<file path="config.mk">
export PLATFORM = sky130hd
export DESIGN_NAME = rop_rmw_unit
export DESIGN_NICKNAME = d
export VERILOG_FILES = /design/src/rtl/rop_pkg.sv /design/src/rtl/rop_align.sv /design/src/rtl/rop_combine.sv /design/src/rtl/rop_seq.sv /design/src/rtl/rop_rmw_unit.sv
export SDC_FILE = /design/constraint.sdc
export NUM_CORES = 1
export LEC_CHECK = 0
export BUFFER_PORTS_ARGS = -buffer_cell sky130_fd_sc_hd__buf_2
export CORE_AREA = 5 5 135 137
export CTS_BUF_LIST = sky130_fd_sc_hd__clkbuf_4 sky130_fd_sc_hd__clkbuf_8
export CTS_CLUSTER_SIZE = 12
export DETAILED_ROUTE_END_ITERATION = 10
export DIE_AREA = 0 0 140 142
export PLACE_DENSITY = 0.58
export SETUP_SLACK_MARGIN = 0.3
export SYNTH_ARGS = -nofsm -noshare
export SYNTH_HDL_FRONTEND = slang
export SYNTH_HIERARCHICAL = 1
export SYNTH_SLANG_ARGS = --single-unit
</file>
<file path="constraint.sdc">
create_clock -name clk -period 1.45 [get_ports clk]
set_input_delay 0.29 -clock clk [delete_from_list [all_inputs] [get_ports clk]]
set_output_delay 0.29 -clock clk [all_outputs]
set_load 0.01 [all_outputs]
</file>
<file path="src/rtl/rop_pkg.sv">
package rop_pkg;
  typedef enum logic [1:0] {
    FN_REPLACE = 2'b00,
    FN_PAINT   = 2'b01,
    FN_INVERT  = 2'b10,
    FN_ERASE   = 2'b11
  } rop_fn_e;

  typedef enum logic [1:0] {
    PH_IDLE   = 2'b00,
    PH_READ   = 2'b01,
    PH_MERGE  = 2'b10,
    PH_WRITE  = 2'b11
  } rop_phase_e;
endpackage

</file>
<file path="src/rtl/rop_align.sv">
module rop_align #(
  parameter int DW = 16,
  localparam int SW = $clog2(DW)
) (
  input  logic [DW-1:0] cur,
  input  logic [DW-1:0] prev,
  input  logic [SW-1:0] amount,
  output logic [DW-1:0] aligned
);
  logic [2*DW-1:0] pair;
  logic [2*DW-1:0] moved;

  always_comb begin
    pair    = {prev, cur};
    moved   = pair >> amount;
    aligned = moved[DW-1:0];
  end
endmodule

</file>
<file path="src/rtl/rop_combine.sv">
module rop_combine
  import rop_pkg::*;
#(
  parameter int DW = 16
) (
  input  rop_fn_e       fn,
  input  logic [DW-1:0] dst,
  input  logic [DW-1:0] src,
  input  logic [DW-1:0] mask,
  output logic [DW-1:0] result
);
  logic [DW-1:0] merged;

  always_comb begin
    unique case (fn)
      FN_REPLACE: merged = src;
      FN_PAINT:   merged = dst | src;
      FN_INVERT:  merged = dst ^ src;
      default:    merged = dst & ~src;
    endcase
    result = (merged & mask) | (dst & ~mask);
  end
endmodule

</file>
<file path="src/rtl/rop_seq.sv">
module rop_seq
  import rop_pkg::*;
(
  input  logic clk,
  input  logic rst_n,
  input  logic start,
  output logic ready,
  output logic busy,
  output logic rd_en,
  output logic merge_en,
  output logic wr_en
);
  rop_phase_e phase;

  always_ff @(posedge clk) begin
    if (!rst_n) begin
      phase <= PH_IDLE;
    end else begin
      unique case (phase)
        PH_IDLE:  if (start) phase <= PH_READ;
        PH_READ:  phase <= PH_MERGE;
        PH_MERGE: phase <= PH_WRITE;
        default:  phase <= PH_IDLE;
      endcase
    end
  end

  always_comb begin
    ready    = (phase == PH_IDLE);
    busy     = (phase != PH_IDLE);
    rd_en    = (phase == PH_READ);
    merge_en = (phase == PH_MERGE);
    wr_en    = (phase == PH_WRITE);
  end

  assert_read_after_start_R6: assert property (@(posedge clk) disable iff (!rst_n)
    start |=> rd_en);
  assert_merge_after_read_R6: assert property (@(posedge clk) disable iff (!rst_n)
    rd_en |=> merge_en && !wr_en);
  assert_write_after_merge_R6: assert property (@(posedge clk) disable iff (!rst_n)
    merge_en |=> wr_en);
  assert_idle_after_write_R7: assert property (@(posedge clk) disable iff (!rst_n)
    wr_en |=> ready && !busy);
endmodule

</file>
<file path="src/rtl/rop_rmw_unit.sv">
module rop_rmw_unit
  import rop_pkg::*;
#(
  parameter int DW = 16,
  parameter int AW = 8,
  localparam int SW = $clog2(DW)
) (
  input  logic          clk,
  input  logic          rst_n,
  input  logic          wr_valid,
  output logic          wr_ready,
  input  logic [AW-1:0] wr_addr,
  input  logic [DW-1:0] wr_src,
  input  logic [1:0]    wr_func,
  input  logic          cfg_we,
  input  logic [SW-1:0] cfg_shift,
  input  logic [DW-1:0] cfg_mask,
  output logic          busy,
  output logic          mem_re,
  output logic          mem_we,
  output logic [AW-1:0] mem_addr,
  output logic [DW-1:0] mem_wdata,
  input  logic [DW-1:0] mem_rdata
);
  logic          take;
  logic          merge_en;
  logic [SW-1:0] shift_q;
  logic [DW-1:0] mask_q;
  logic [DW-1:0] prev_q;
  logic [DW-1:0] src_q;
  logic [AW-1:0] addr_q;
  rop_fn_e       fn_q;
  logic [DW-1:0] wdata_q;
  logic [DW-1:0] aligned;
  logic [DW-1:0] result;

  assign take = wr_valid && wr_ready;

  rop_seq u_seq (
    .clk      (clk),
    .rst_n    (rst_n),
    .start    (take),
    .ready    (wr_ready),
    .busy     (busy),
    .rd_en    (mem_re),
    .merge_en (merge_en),
    .wr_en    (mem_we)
  );

  rop_align #(.DW(DW)) u_align (
    .cur     (wr_src),
    .prev    (prev_q),
    .amount  (shift_q),
    .aligned (aligned)
  );

  rop_combine #(.DW(DW)) u_comb (
    .fn     (fn_q),
    .dst    (mem_rdata),
    .src    (src_q),
    .mask   (mask_q),
    .result (result)
  );

  always_ff @(posedge clk) begin
    if (!rst_n) begin
      shift_q <= '0;
      mask_q  <= '1;
    end else if (cfg_we && !busy) begin
      shift_q <= cfg_shift;
      mask_q  <= cfg_mask;
    end
  end

  always_ff @(posedge clk) begin
    if (!rst_n) begin
      prev_q  <= '0;
      src_q   <= '0;
      addr_q  <= '0;
      fn_q    <= FN_REPLACE;
      wdata_q <= '0;
    end else begin
      if (take) begin
        prev_q <= wr_src;
        src_q  <= aligned;
        addr_q <= wr_addr;
        fn_q   <= rop_fn_e'(wr_func);
      end
      if (merge_en) wdata_q <= result;
    end
  end

  assign mem_addr  = addr_q;
  assign mem_wdata = wdata_q;

  assert_no_rw_overlap_R6: assert property (@(posedge clk) disable iff (!rst_n)
    !(mem_re && mem_we));
  assert_same_addr_R6: assert property (@(posedge clk) disable iff (!rst_n)
    mem_we |-> (mem_addr == $past(mem_addr, 2)) && $past(mem_re, 2));
  assert_mask_keeps_R8: assert property (@(posedge clk) disable iff (!rst_n)
    mem_we |-> ((mem_wdata ^ $past(mem_rdata)) & ~mask_q) == '0);
  assert_cfg_held_R10: assert property (@(posedge clk) disable iff (!rst_n)
    (busy && cfg_we) |=> $stable(mask_q) && $stable(shift_q));
  assert_busy_blocks_R7: assert property (@(posedge clk) disable iff (!rst_n)
    busy |=> !mem_re || $past(mem_we) == 1'b0);
endmodule

</file>
==> impl_metrics.tcl <==
set metrics [dict create \
    final.setup.tns_ns -2.97 \
    ys_warn_count 6 \
    leakage_nw 3.37 \
    viasPerCell 5.43 \
    first_iter_violations 342 \
    regToRegSetupSlack_ns -0.22 \
    synth.avg_cell_area_sq_um 9.88 \
    grtUsageTotal_pct 18.7 \
    tritoncts "built" \
    ir_drop_v 0.000972 \
    slew_headroom_pct 76.8 \
    cp-start-kind "flop" \
    setup_slack_ns -0.218 \
    cts_buffers 9 \
    drc 0 \
    final-setup-viol-count 19 \
    drv_cap 0 \
    status "finished, violations left" \
    dpl-instance-area_sq_um 6730 \
    cp_max_fo 5 \
    final_cell_area_sq_um 8330 \
    drive_gt1_share_pct 53.8 \
    wl_per_cell_um 19.7 \
    numClockSinks 79 \
    finalCriticalPeriod_ns 1.67 \
    post-route-period-util_pct 115 \
    ios 94 \
    stdcell_count 970 \
    post-place-ws_ns -0.258 \
    syn-instance-count 582 \
    die_h_um 142 \
    drt-total-wl_um 19100 \
    port_buffers 93 \
    hold_viol 0 \
    violations "setup timing" \
    grt_max_degree 33 \
    holdBufCountCts 0 \
    antenna_found_initial 0 \
    grt_pass1_vias 5374 \
    rsz0062_at_grt "true" \
    place_inst 902 \
    antenna_cells 0 \
    first_pass_iters 5 \
    critical_path_required_ns 1.71 \
    tightest_slew_ns 0.348 \
    die_width_um 140 \
    hold_ws_ns 0.155 \
    num-nets-final 843 \
    hold_class "input pin to flop" \
    finClkSkew_ns 0.0118 \
    insertion_delay_ns 0.37 \
    synth_area_sq_um 5750 \
    p_per_area_nw_per_um2 1600 \
    grt-ovfl-total 0 \
    core_sq_um 16900 \
    path_clk_slew_ns 0.08 \
    die_area_sq_um 19900 \
    rows 48 \
    start_util_pct 33.9 \
    fmax_mhz 600 \
    crit_type "flop to flop" \
    cts_buffer_depth 2 \
    critPathArrivalTime_ns 1.92 \
    routabilityCongestion 0.885 \
    syn_nets 685 \
    hpwl_um 12200 \
    htree_levels 3 \
    report.final.slew_viol_count 0 \
    num_vias 5264 \
    grt_pass1_wl_um 29900 \
    cts_root_buffer "clkbuf_8" \
    detail-route-antenna-nets 0 \
    nFillCells 1561 \
    end_kind "flop" \
    syn_to_final_growth_pct 44.9 \
]
## registers in the layout (all words and copies together) (netlist names)
signal,flops
mem_addr,8
shift_q,4
prev_q,15
fn_q,2
u_seq/phase,2
mask_q,16
src_q,16
mem_wdata,16
## area by class of cell
cell class              count  area, sq um  area share (%)
multi-input cells         395         3900            46.8
clock buffers              10          138            1.65
repair buffers            202         2070            24.9
flip-flops and latches     79         1650            19.8
inverters                  53          209            2.51
well taps                 225          282            3.38
clock inverters             6         83.8            1.01
## worst max-delay path: stages (launching register included)
cell and delay [ns]:
dfxtp_4 0.39, buf_12 0.13, mux4_2 0.54, mux2i_2 0.22, mux2i_1 0.11, nand4_1 0.11, o21ai_2 0.06
## where the power goes
part / leakage, nW / internal [W] / switching (W)
Clock: 0.116 / 0.00101 / 0.000896
Sequential: 0.667 / 0.00269 / 0.000519
Combinational: 2.59 / 0.00463 / 0.00361
Total: 3.37 / 0.00833 / 0.00503
## stage by stage
step,util [%],total power (W)
4_1_cts,46.6,0.0125
3_3_place_gp,39.7,0.00816
5_1_grt,49.2,0.0141
3_5_place_dp,39.7,0.00833
6_report,49.2,0.0134
2_1_floorplan,-,0.00701
## path summary, 6_finish.rpt
| path | startpoint | to | cells past startpoint |
|---|---|---|---|
| setup / recovery | shift_q[2]$_SDFFE_PN0P_ | src_q[10]$_SDFFE_PN0P_ | 6 |
| hold / removal | cfg_shift[0] | shift_q[0]$_SDFFE_PN0P_ | 3 |
| setup reg to reg | shift_q[2]$_SDFFE_PN0P_ | src_q[10]$_SDFFE_PN0P_ | 6 |
| hold reg to reg | src_q[3]$_SDFFE_PN0P_ | src_q[3]$_SDFFE_PN0P_ | 2 |
## timing repair
item / in CTS / in global routing
cloned: 13 / 4
pin swaps: 31 / 11
setup endpoints to repair: 90 / 105
gates resized for setup: 106 / 55
setup buffers: 25 / 10
## metal layers
metal  vias up  GRT usage, %  part of all wire (%)
met5         -             0                     0
met4         0          6.37                   1.8
met3        22          2.89                   4.7
met2       192          32.8                    51
met1      2610          23.7                    42
li1       2440             -                     -
## placed cells by master (no fill, tap or decap), types with 11 or more instances in the layout
| cell | instances |
|---|---|
| nand2_1 | 76 |
| nand4_1 | 41 |
| buf_6 | 45 |
| dfxtp_2 | 34 |
| dfxtp_1 | 39 |
| inv_1 | 42 |
| ha_1 | 29 |
| mux2i_1 | 54 |
| o221ai_2 | 11 |
| buf_12 | 14 |
| buf_2 | 72 |
| mux4_2 | 27 |
| nor2b_1 | 17 |
| o211ai_1 | 16 |
| o21ai_2 | 40 |
| mux2i_2 | 11 |
| buf_4 | 49 |
| buf_16 | 12 |
| nand3b_1 | 16 |
(Power assumes the default switching activity.)
